## src/rtl/fifo_svc_pkg.sv

```systemverilog
package fifo_svc_pkg;
  typedef struct packed {
    logic clear;     // flush pointers and level
    logic push;      // accepted write
    logic pop;       // accepted read
    logic fromHost;  // write data source
  } fifoCmd_t;
endpackage

```

## src/rtl/fifo_svc_dp.sv

```systemverilog
module fifo_svc_dp
  import fifo_svc_pkg::*;
#(
  parameter int DATA_W = 8,
  parameter int DEPTH  = 16,
  localparam int PTR_W = $clog2(DEPTH),
  localparam int CNT_W = $clog2(DEPTH + 1)
) (
  input  logic              clk,
  input  logic              rstN,
  input  fifoCmd_t          cmd,
  input  logic [DATA_W-1:0] diskData,
  input  logic [DATA_W-1:0] hostData,
  output logic [CNT_W-1:0]  count,
  output logic [DATA_W-1:0] rdByte
);
  logic [DATA_W-1:0] mem [DEPTH];
  logic [PTR_W-1:0]  wrPtr, rdPtr;
  logic [DATA_W-1:0] wrData;

  function automatic logic [PTR_W-1:0] bump(input logic [PTR_W-1:0] p);
    return (p == PTR_W'(DEPTH - 1)) ? '0 : p + PTR_W'(1);
  endfunction

  assign wrData = cmd.fromHost ? hostData : diskData;

  always_ff @(posedge clk) begin
    if (cmd.push && !cmd.clear) mem[wrPtr] <= wrData;
  end

  always_ff @(posedge clk or negedge rstN) begin
    if (!rstN) begin
      wrPtr  <= '0;
      rdPtr  <= '0;
      count  <= '0;
      rdByte <= '0;
    end else if (cmd.clear) begin
      wrPtr <= '0;
      rdPtr <= '0;
      count <= '0;
    end else begin
      if (cmd.push) wrPtr <= bump(wrPtr);
      if (cmd.pop) begin
        rdPtr  <= bump(rdPtr);
        rdByte <= mem[rdPtr];
      end
      if (cmd.push && !cmd.pop)      count <= count + CNT_W'(1);
      else if (cmd.pop && !cmd.push) count <= count - CNT_W'(1);
    end
  end
endmodule

```

## src/rtl/fifo_svc_ctl.sv

```systemverilog
module fifo_svc_ctl
  import fifo_svc_pkg::*;
#(
  parameter int DEPTH  = 16,
  localparam int THR_W = $clog2(DEPTH),
  localparam int CNT_W = $clog2(DEPTH + 1)
) (
  input  logic             clk,
  input  logic             rstN,
  input  logic             cfgFifoOn,
  input  logic [THR_W-1:0] cfgThrMinus1,
  input  logic             dirToHost,
  input  logic             dmaMode,
  input  logic             execPhase,
  input  logic             diskPush,
  input  logic             sectorEnd,
  input  logic             diskPop,
  input  logic             hostRdN,
  input  logic             hostWrN,
  input  logic             dackN,
  input  logic             tcIn,
  input  logic [CNT_W-1:0] count,
  output fifoCmd_t         cmd,
  output logic             irqOut,
  output logic             rqmOut,
  output logic             drqOut,
  output logic             resultOk,
  output logic             ovrFlag,
  output logic             udrFlag
);
  logic execPrev, rdPrevN, wrPrevN, dackPrevN;
  logic reqQ, doneQ, flushQ;
  logic execRise, rdFall, wrFall, dackFall, strobeFall;
  logic [CNT_W-1:0] effDepth, thrVal, markHost, markDisk, countNext;
  logic pushReq, popReq, isFull, isEmpty, pushOk, popOk;
  logic endHit, doneNext, flushNext, reqNext;

  // edge detection of sampled strobes
  assign execRise = execPhase & ~execPrev;
  assign rdFall   = rdPrevN & ~hostRdN;
  assign wrFall   = wrPrevN & ~hostWrN;
  assign dackFall = dackPrevN & ~dackN;
  assign strobeFall = dirToHost ? rdFall : wrFall;

  // watermarks
  assign effDepth = cfgFifoOn ? CNT_W'(DEPTH) : CNT_W'(1);
  assign thrVal   = CNT_W'(cfgThrMinus1) + CNT_W'(1);
  assign markHost = !cfgFifoOn ? CNT_W'(1)
                  : (thrVal >= CNT_W'(DEPTH)) ? CNT_W'(1) : CNT_W'(DEPTH) - thrVal;
  assign markDisk = cfgFifoOn ? thrVal : '0;

  // accepted transfers
  assign pushReq = dirToHost ? diskPush : wrFall;
  assign popReq  = dirToHost ? rdFall : diskPop;
  assign isFull  = (count >= effDepth);
  assign isEmpty = (count == '0);
  assign pushOk  = pushReq & ~isFull & ~execRise;
  assign popOk   = popReq & ~isEmpty & ~execRise;

  assign cmd.clear    = execRise;
  assign cmd.push     = pushOk;
  assign cmd.pop      = popOk;
  assign cmd.fromHost = ~dirToHost;

  always_comb begin
    countNext = count;
    if (execRise)              countNext = '0;
    else if (pushOk && !popOk) countNext = count + CNT_W'(1);
    else if (popOk && !pushOk) countNext = count - CNT_W'(1);
  end

  // end of transfer: qualified terminal count
  always_comb begin
    if (dmaMode) endHit = tcIn & ~dackN & (dackFall | strobeFall | ~dirToHost);
    else         endHit = tcIn & dackN;
  end

  assign doneNext  = execRise ? 1'b0 : (doneQ | endHit);
  assign flushNext = (execRise || countNext == '0) ? 1'b0
                   : (flushQ | (pushOk & sectorEnd & dirToHost));

  always_comb begin
    reqNext = 1'b0;
    if (execPhase && !doneNext) begin
      if (dirToHost)
        reqNext = reqQ ? (countNext != '0) : ((countNext >= markHost) || flushNext);
      else
        reqNext = reqQ ? (countNext < effDepth)
                       : ((countNext <= markDisk) && (countNext < effDepth));
    end
  end

  always_ff @(posedge clk or negedge rstN) begin
    if (!rstN) begin
      execPrev  <= 1'b0;
      rdPrevN   <= 1'b1;
      wrPrevN   <= 1'b1;
      dackPrevN <= 1'b1;
      reqQ      <= 1'b0;
      doneQ     <= 1'b0;
      flushQ    <= 1'b0;
      irqOut    <= 1'b0;
      rqmOut    <= 1'b0;
      drqOut    <= 1'b0;
      resultOk  <= 1'b0;
      ovrFlag   <= 1'b0;
      udrFlag   <= 1'b0;
    end else begin
      execPrev  <= execPhase;
      rdPrevN   <= hostRdN;
      wrPrevN   <= hostWrN;
      dackPrevN <= dackN;
      reqQ      <= reqNext;
      doneQ     <= doneNext;
      flushQ    <= flushNext;
      irqOut    <= reqNext & ~dmaMode;
      rqmOut    <= reqNext & ~dmaMode;
      drqOut    <= reqNext & dmaMode;
      resultOk  <= execPhase & doneNext & (countNext == '0);
      ovrFlag   <= execRise ? 1'b0 : (ovrFlag | (pushReq & isFull));
      udrFlag   <= execRise ? 1'b0 : (udrFlag | (popReq & isEmpty));
    end
  end
endmodule

```

## src/rtl/fifo_svc_req.sv

```systemverilog
module fifo_svc_req
  import fifo_svc_pkg::*;
#(
  parameter int DATA_W = 8,
  parameter int DEPTH  = 16,
  localparam int THR_W = $clog2(DEPTH),
  localparam int CNT_W = $clog2(DEPTH + 1)
) (
  input  logic              clk,
  input  logic              rstN,
  input  logic              cfgFifoOn,
  input  logic [THR_W-1:0]  cfgThrMinus1,
  input  logic              dirToHost,
  input  logic              dmaMode,
  input  logic              execPhase,
  input  logic              diskPush,
  input  logic [DATA_W-1:0] diskData,
  input  logic              sectorEnd,
  input  logic              diskPop,
  input  logic              hostRdN,
  input  logic              hostWrN,
  input  logic [DATA_W-1:0] hostData,
  input  logic              dackN,
  input  logic              tcIn,
  output logic [DATA_W-1:0] rdByte,
  output logic [CNT_W-1:0]  fillLevel,
  output logic              irqOut,
  output logic              rqmOut,
  output logic              drqOut,
  output logic              resultOk,
  output logic              ovrFlag,
  output logic              udrFlag
);
  fifoCmd_t cmd;

  fifo_svc_ctl #(.DEPTH(DEPTH)) u_ctl (
    .clk(clk), .rstN(rstN), .cfgFifoOn(cfgFifoOn), .cfgThrMinus1(cfgThrMinus1),
    .dirToHost(dirToHost), .dmaMode(dmaMode), .execPhase(execPhase),
    .diskPush(diskPush), .sectorEnd(sectorEnd), .diskPop(diskPop),
    .hostRdN(hostRdN), .hostWrN(hostWrN), .dackN(dackN), .tcIn(tcIn),
    .count(fillLevel), .cmd(cmd), .irqOut(irqOut), .rqmOut(rqmOut),
    .drqOut(drqOut), .resultOk(resultOk), .ovrFlag(ovrFlag), .udrFlag(udrFlag)
  );

  fifo_svc_dp #(.DATA_W(DATA_W), .DEPTH(DEPTH)) u_dp (
    .clk(clk), .rstN(rstN), .cmd(cmd), .diskData(diskData),
    .hostData(hostData), .count(fillLevel), .rdByte(rdByte)
  );
endmodule

```

## config.mk

```make
export PLATFORM = sky130hd
export DESIGN_NAME = fifo_svc_req
export DESIGN_NICKNAME = d
export VERILOG_FILES = /design/src/rtl/fifo_svc_pkg.sv /design/src/rtl/fifo_svc_dp.sv /design/src/rtl/fifo_svc_ctl.sv /design/src/rtl/fifo_svc_req.sv
export SDC_FILE = /design/constraint.sdc
export NUM_CORES = 1
export LEC_CHECK = 0
export BUFFER_PORTS_ARGS = -buffer_cell sky130_fd_sc_hd__buf_2
export CAP_MARGIN = 0
export CORE_MARGIN = 2
export CORE_UTILIZATION = 58
export CTS_BUF_LIST = sky130_fd_sc_hd__clkbuf_4 sky130_fd_sc_hd__clkbuf_8 sky130_fd_sc_hd__clkbuf_16
export CTS_CLUSTER_SIZE = 14
export DETAILED_ROUTE_END_ITERATION = 12
export GPL_TIMING_DRIVEN = 0
export HOLD_SLACK_MARGIN = 0.02
export PLACE_DENSITY = 0.77
export SETUP_SLACK_MARGIN = 0.4
export SYNTH_ARGS = -nofsm -noshare
export SYNTH_HDL_FRONTEND = slang
export SYNTH_SLANG_ARGS = --single-unit
```

## constraint.sdc

```tcl
create_clock -name clk -period 6.8 [get_ports clk]
set_input_delay 0.34 -clock clk [delete_from_list [all_inputs] [get_ports clk]]
set_output_delay 0.34 -clock clk [all_outputs]
set_load 0.05 [all_outputs]
```

# [Yosys cells after proc, flatten, opt, wreduce, memory -nomap -nowiden]
# Memories as Yosys holds them, arrays and structs flattened. A register that Yosys moved wholly into a read port is not among the register bits.
# Cells that the tools add are included.
[classes] n_addsub=6 n_mul=0 div=0 order_cmp=5 eq_ne=2 shifts=0 n_mux=28 n_bitwise=34 reduce_logical=18
[op_table] cell="5-bit 2-to-1 mux" count=7
[op_table] cell="4-bit 2-to-1 mux" count=6
[op_table] cell="1-bit bitwise AND" count=19
[op_table] cell="1-bit 2-to-1 mux" count=14
[op_table] cell="5-bit greater-or-equal comparator" count=2
[op_table] cell="5-bit logical NOT" count=2
[op_table] cell="1-bit inverter" count=9
[op_table] cell="4-bit by 1-bit adder with 4-bit output, second input constant" count=2
[op_table] cell="4-bit == test, second input constant" count=2
[op_table] cell="8-bit 2-to-1 mux" count=1
[op_table] cell="1-bit OR" count=6
[op_table] cell="4-bit by 1-bit adder with 5-bit output, second input constant" count=1
[op_table] cell="5-bit by 1-bit adder with 5-bit output, second input constant" count=1
[op_table] cell="5-bit greater-or-equal comparator, second input constant" count=1
[op_table] cell="5-bit <= comparator" count=1
[op_table] cell="1-bit logical AND" count=5
[op_table] cell="1-bit logical NOT" count=5
[op_table] cell="5-bit less-than comparator" count=1
[op_table] cell="5-bit nonzero test" count=1
[op_table] cell="5-bit by 1-bit subtractor with 5-bit output, second input constant" count=1
[op_table] cell="5-bit subtractor, first input constant" count=1
[op_table] cell="2-bit nonzero test" count=2
[op_table] cell="1-bit logical OR" count=2
[op_table] cell="2-bit AND reduction" count=1
[word_totals] ff_bits=25 latchBits=0 ramBits=128 romBits=0 in_bits=33 output_inout_bits=19 wordCells=109 n_memories=1
[mem_list] name="u_dp.mem" depth=16 word_bits=8 read_ports=1 rd_clocked_by_memory_dff=1 write_ports=1 line="fifo_svc_dp.sv:17" rtl="logic [DATA_W-1:0] mem [DEPTH];"

# [Logic depth before layout (Yosys ltp)]
[depth] depth_word=18 mapped_depth=19

# [Cells and area by module]
# From an unflattened synthesis, not the netlist that was laid out.
[hier_totals] cells_unflattened=506 area_unflattened_um2=7517.2
[by_module_without_submodules] mod="fifo_svc_dp" n_inst=1 cells_per_inst=349 area_per_inst_um2=6195.9 seq_area_each_um2=4369.2
[by_module_without_submodules] mod="fifo_svc_ctl" n_inst=1 cells_per_inst=157 area_per_inst_um2=1321.3 seq_area_each_um2=304.0

# [Worst setup path before layout]
# Ideal clock, no wire load.
[synth_path] path_kind="register to register" startpoint="register u_dp.count[0]" endpoint="register u_ctl.drqOut" t_arrival_ps=3991 required_ps=6720 path_slack_ps=2729 path_stages_with_launch=17 n_path_buf=0 path_cell_list="dfrtp_1 -> inv_1 -> ha_1 -> or4b_4 -> o32a_4 -> or4_4 -> and4_4 -> nor2_2 -> inv_2 -> ha_1 -> and3_1 -> a31oi_1 -> a21oi_1 -> nand3_1 -> o41ai_1 -> nand3b_1 -> nor3b_2"
[synth_between] elab_chain_cells=17 word_cells_on_any_way=34 classes_between="add/sub: 2; order compare: 4; mux: 8; bitwise: 10; reduce/logical: 10"
[synth_lines] item="start: declaration" line="fifo_svc_dp.sv:14" rtl="output logic [CNT_W-1:0] count,"
[synth_lines] item="start signal: assignment" line="fifo_svc_dp.sv:47" rtl="if (cmd.push && !cmd.pop) count <= count + CNT_W'(1);"
[synth_lines] item="start signal: assignment" line="fifo_svc_dp.sv:48" rtl="else if (cmd.pop && !cmd.push) count <= count - CNT_W'(1);"
[synth_lines] item="5-bit greater-or-equal comparator" line="fifo_svc_ctl.sv:55" rtl="assign isFull = (count >= effDepth);"
[synth_lines] item="1-bit inverter" line="fifo_svc_ctl.sv:57" rtl="assign pushOk = pushReq & ~isFull & ~execRise;"
[synth_lines] item="1-bit bitwise AND (2 in a row)" line="fifo_svc_ctl.sv:57"
[synth_lines] item="1-bit logical NOT" line="fifo_svc_ctl.sv:69" rtl="else if (popOk && !pushOk) countNext = count - CNT_W'(1);"
[synth_lines] item="1-bit logical AND" line="fifo_svc_ctl.sv:69"
[synth_lines] item="5-bit 2-to-1 mux" line="fifo_svc_ctl.sv:69"
[synth_lines] item="5-bit 2-to-1 mux (*) (2 in a row)"
[synth_lines] item="via u_ctl.countNext[4]" line="fifo_svc_ctl.sv:34" rtl="logic [CNT_W-1:0] effDepth, thrVal, markHost, markDisk, countNext;"
[synth_lines] item="branches (longest 5 deep; another with 5-bit <= comparator)"
[synth_lines] item="1-bit 2-to-1 mux (*)" line="fifo_svc_ctl.sv:85" rtl="if (dirToHost)"
[synth_lines] item="1-bit 2-to-1 mux (*)" line="fifo_svc_ctl.sv:84" rtl="if (execPhase && !doneNext) begin"
[synth_lines] item="1-bit bitwise AND (*)" line="fifo_svc_ctl.sv:118" rtl="drqOut <= reqNext & dmaMode;"
[synth_lines] item="end signal: assignment" line="fifo_svc_ctl.sv:118"
[synth_lines] item="end: declaration" line="fifo_svc_ctl.sv:26" rtl="output logic drqOut,"
# Mark *: on every way through the listed nets, which the timed path passes.
# A chain may end at the register's enable or synchronous reset.

# [Final worst setup path]
[layout_path] startpoint="register u_dp.count[0]" endpoint="register u_ctl.irqOut"
[layout_between] elab_chain_cells=17 word_cells_on_any_way=34 classes_between="add/sub: 2; order compare: 4; mux: 8; bitwise: 10; reduce/logical: 10"
[layout_lines] item="5-bit greater-or-equal comparator" line="fifo_svc_ctl.sv:55"
[layout_lines] item="1-bit inverter" line="fifo_svc_ctl.sv:57"
[layout_lines] item="1-bit bitwise AND (2 in a row)" line="fifo_svc_ctl.sv:57"
[layout_lines] item="1-bit logical NOT" line="fifo_svc_ctl.sv:69"
[layout_lines] item="1-bit logical AND" line="fifo_svc_ctl.sv:69"
[layout_lines] item="5-bit 2-to-1 mux" line="fifo_svc_ctl.sv:69"
[layout_lines] item="5-bit 2-to-1 mux (*) (2 in a row)"
[layout_lines] item="via u_ctl.countNext[3]" line="fifo_svc_ctl.sv:34"
[layout_lines] item="branches (longest 5 deep; another with 5-bit <= comparator)"
[layout_lines] item="1-bit 2-to-1 mux (*)" line="fifo_svc_ctl.sv:85"
[layout_lines] item="1-bit 2-to-1 mux (*)" line="fifo_svc_ctl.sv:84"
[layout_lines] item="1-bit bitwise AND (*)" line="fifo_svc_ctl.sv:116" rtl="irqOut <= reqNext & ~dmaMode;"
[layout_lines] item="end signal: assignment" line="fifo_svc_ctl.sv:116"
[layout_lines] item="end: declaration" line="fifo_svc_ctl.sv:24" rtl="output logic irqOut,"
# Marked as above.

==> run_results.csv <==
group,metric,value,unit
logic_synthesis,syn_inst,453,
routing,detail-route-antenna-nets,0,
worst_setup_path,slowest_stage,"a21oi_1",
logic_synthesis,seq_area_frac_synth,0.642,
global_route,grt_remaining_overflow,0,
logic_synthesis,syn_area,7280,um2
global_route,grt_max_degree,34,
routing,top_layer,"met4",
timing,tightest_slew,1.03,ns
pwr,ir_drop,0.000183,V
logic_synthesis,synth_cell_types,65,
worst_setup_path,crit_fanout,8,
timing,slew_headroom,0.314,
min_path,worstHoldPathType,"in2reg",
cells_and_area,n_antenna_cell,0,
routing,drc,0,
clocking,cts_tree,"yes",
logic_synthesis,ys_ff_latch,161,
worst_setup_path,worst-path-buf-inv,1,
job,cap_violations,0,
clocking,cts_max_path_buffers,2,
place,numPortBuffers,49,
timing,holdWs,0.0330,ns
clocking,clkLatencyLatePin,0.42,ns
timing,fmax,0.218,GHz
routing,dr.pass1.iters,5,
place,place_area,7760,um2
worst_setup_path,cp.arrival,4.92,ns
logic_synthesis,synth-edff-count,128,
floorplanning,io_pins,52,
timing,worst_clock_skew,0.00951,ns
clocking,ctsHtreeMaxLevel,4,
cells_and_area,drive_above_1_share,0.307,
worst_setup_path,worst_setup_path_end_kind,"flip-flop",
routing,post_drt_wl_per_cell,21.5,um
global_route,grt_usage,0.246,
global_route,grt_pass1_wl,23600,um
timing,fin_crit,4.58,ns
place,dp.final_hpwl,10400,um
logic_synthesis,syn_area_per_cell,16.1,um2
routing,wl_met3,1030,um
timing,rsz0062_at_grt,"no",
floorplanning,initial_utilization,0.601,
logic_synthesis,async_flop_share,0.205,
routing,wl_met1,6500,um
timing,fin_crit_sh,0.674,
logic_synthesis,ys.warnings.count,0,
floorplanning,die_area,13500,um2
cells_and_area,post-route-cell-area,8310,um2
global_route,grt_pass1_vias,4308,
timing,drv_slew,0,
place,gp_congestion,0.902,
logic_synthesis,synth_nets,508,
cells_and_area,area_growth,14.2,%
pwr,power_density,378,nW/um2
worst_setup_path,crit_type,"reg2reg",
worst_setup_path,slowest_delay,0.52,ns
cells_and_area,fin_nets,580,
clocking,cts_sinks,161,
timing,hold_viol_final,0,
routing,met2_length,7400,um
clocking,root_buffer,"clkbuf_16",
floorplanning,die_h,116,um
pwr,leakage,2.97,nW
logic_synthesis,synth_ff_type,"edfxtp_1",
floorplanning,die_w,116,um
timing,setup_viol,0,
worst_setup_path,cp-start-kind,"flip-flop",
routing,drt-total-wl,15200,um
floorplanning,rows,40,
clocking,cts_made_buffers,17,
clocking,path_clk_slew,0.06,ns
worst_setup_path,worstPathCellList,"inv_1 -> ha_1 -> or4b_4 -> o32ai_2 -> a211oi_1 -> or3_2 -> a21oi_1 -> ha_1 -> and3_1 -> a31oi_1 -> a21oi_1 -> nand3_1 -> o41ai_1 -> nand3b_1 -> nor3_2",
timing,fin_tns_setup,0,ns
routing,viasPerCell,6.11,
global_route,antenna_found_initial,0,
worst_setup_path,critPathTopFamily,"compound AO/OA/AOI/OAI gates",
floorplanning,core,12100,um2
status,outcome,"complete, no violations",
routing,vias,4316,
clocking,post-cts-setup-buffers,0,
worst_setup_path,required,7.14,ns
routing,first_iter_violations,415,
-- layer usage --
metal,global-route usage,vias up
met5,0,-
li1,-,1922
met3,0.0628,25
met4,0.0802,0
met1,0.341,2197
met2,0.389,172
-- area by class of cell --
class                      count  area [um2]
sequential                   161        4670
multi-input combinational    257        2470
buffer                        20        91.3
inverter                      15        56.3
tap                          168         210
clock inverter                12        82.6
clock buffer                  20         448
timing repair buffer          53         280
fill                         868        3800
-- cell families after synthesis --
group / synth area share
buffers and inverters: 0.0203
flip-flops: 0.642
AND/OR/NAND/NOR: 0.0848
multiplexers: 0.150
AO/OA/AOI/OAI: 0.0567
adder cells (fa/ha/maj): 0.0378
XOR/XNOR: 0.00842
-- worst paths after layout --
kind	to	slack, ns	from	cells after the start
max	u_ctl.irqOut	2.22	u_dp.count[0]	15
max in group asynchronous	u_dp.count[4]	5.73	rstN	2
min in group asynchronous	u_dp.rdByte[1]	0.55	rstN	2
max reg2reg	u_ctl.irqOut	2.22	u_dp.count[0]	15
min reg2reg	u_dp.rdByte[0]	0.50	u_dp.rdByte[0]	1
min	u_ctl.dackPrevN	0.03	dackN	1
-- power breakdown --
part / internal [mW] / total (mW) / leakage [nW] / switching (mW)
Combinational: 0.427 / 1.08 / 1.15 / 0.650
Clock: 0.478 / 0.853 / 0.255 / 0.375
Sequential: 1.15 / 1.21 / 1.57 / 0.0577
Total: 2.06 / 3.14 / 2.97 / 1.08
-- registers in the layout, indices dropped and copies added (netlist names), 4 cells and up --
signal and count:
u_dp.wrPtr 4, u_dp.count 5, u_dp.rdPtr 4, u_dp.rdByte 8, u_dp.mem 128
-- stage by stage --
stage | std cells | util | worst slack [ns] | power, mW
CTS | 706 | 0.686 | 2.28 | 3.15
finish | 706 | 0.686 | 2.22 | 3.14
floorplan | 453 | - | 2.73 | 2.03
detailed placement | 672 | 0.641 | 2.16 | 2.30
global placement | 670 | 0.639 | 2.27 | 2.26
global route | 706 | 0.686 | 1.90 | 3.29
-- Yosys cell counts, types with 2 or more instances --
library cell | number | share of area
nor2b_1 | 3 | 0.0026
ha_1 | 22 | 0.038
xor2_1 | 3 | 0.0036
a21o_1 | 2 | 0.0021
and3_1 | 6 | 0.0052
nor4_1 | 4 | 0.0034
a21oi_1 | 17 | 0.012
nand2b_1 | 4 | 0.0034
and2_1 | 11 | 0.0095
o2111ai_1 | 2 | 0.0024
clkbuf_1 | 13 | 0.0067
nand2_1 | 33 | 0.017
a31oi_1 | 5 | 0.0043
o21ai_0 | 8 | 0.0055
dfrtp_1 | 30 | 0.10
o211ai_1 | 4 | 0.0041
nor3_1 | 6 | 0.0041
nand3b_1 | 3 | 0.0031
buf_1 | 3 | 0.0015
a211oi_1 | 2 | 0.0021
inv_1 | 13 | 0.0067
edfxtp_1 | 128 | 0.53
mux4_2 | 40 | 0.12
nor4b_1 | 2 | 0.0024
nand4_1 | 2 | 0.0017
xnor2_1 | 4 | 0.0048
inv_2 | 2 | 0.0010
o21a_1 | 3 | 0.0031
nor2_1 | 21 | 0.011
nand3_1 | 4 | 0.0028
or3_2 | 2 | 0.0021
mux2_2 | 16 | 0.025
dfstp_2 | 3 | 0.011
-- timing repair --
action,4_1_cts,5_1_grt
hold endpoints to repair,3,0
hold buffers,2,0
resized for setup,0,0
endpoints found under the setup margin,0,0
-- cell usage in the layout, fill, tap and decap left out, types with 8 or more instances in the layout --
master,n
nand2_1,33
inv_1,13
a21oi_1,17
o21ai_0,8
ha_1,22
nor2_1,21
clkbuf_16,17
mux2_2,16
and2_1,11
edfxtp_1,128
dfrtp_1,30
mux4_2,40
buf_2,50
clkbuf_1,13
Power figures use the tool's default switching activity.
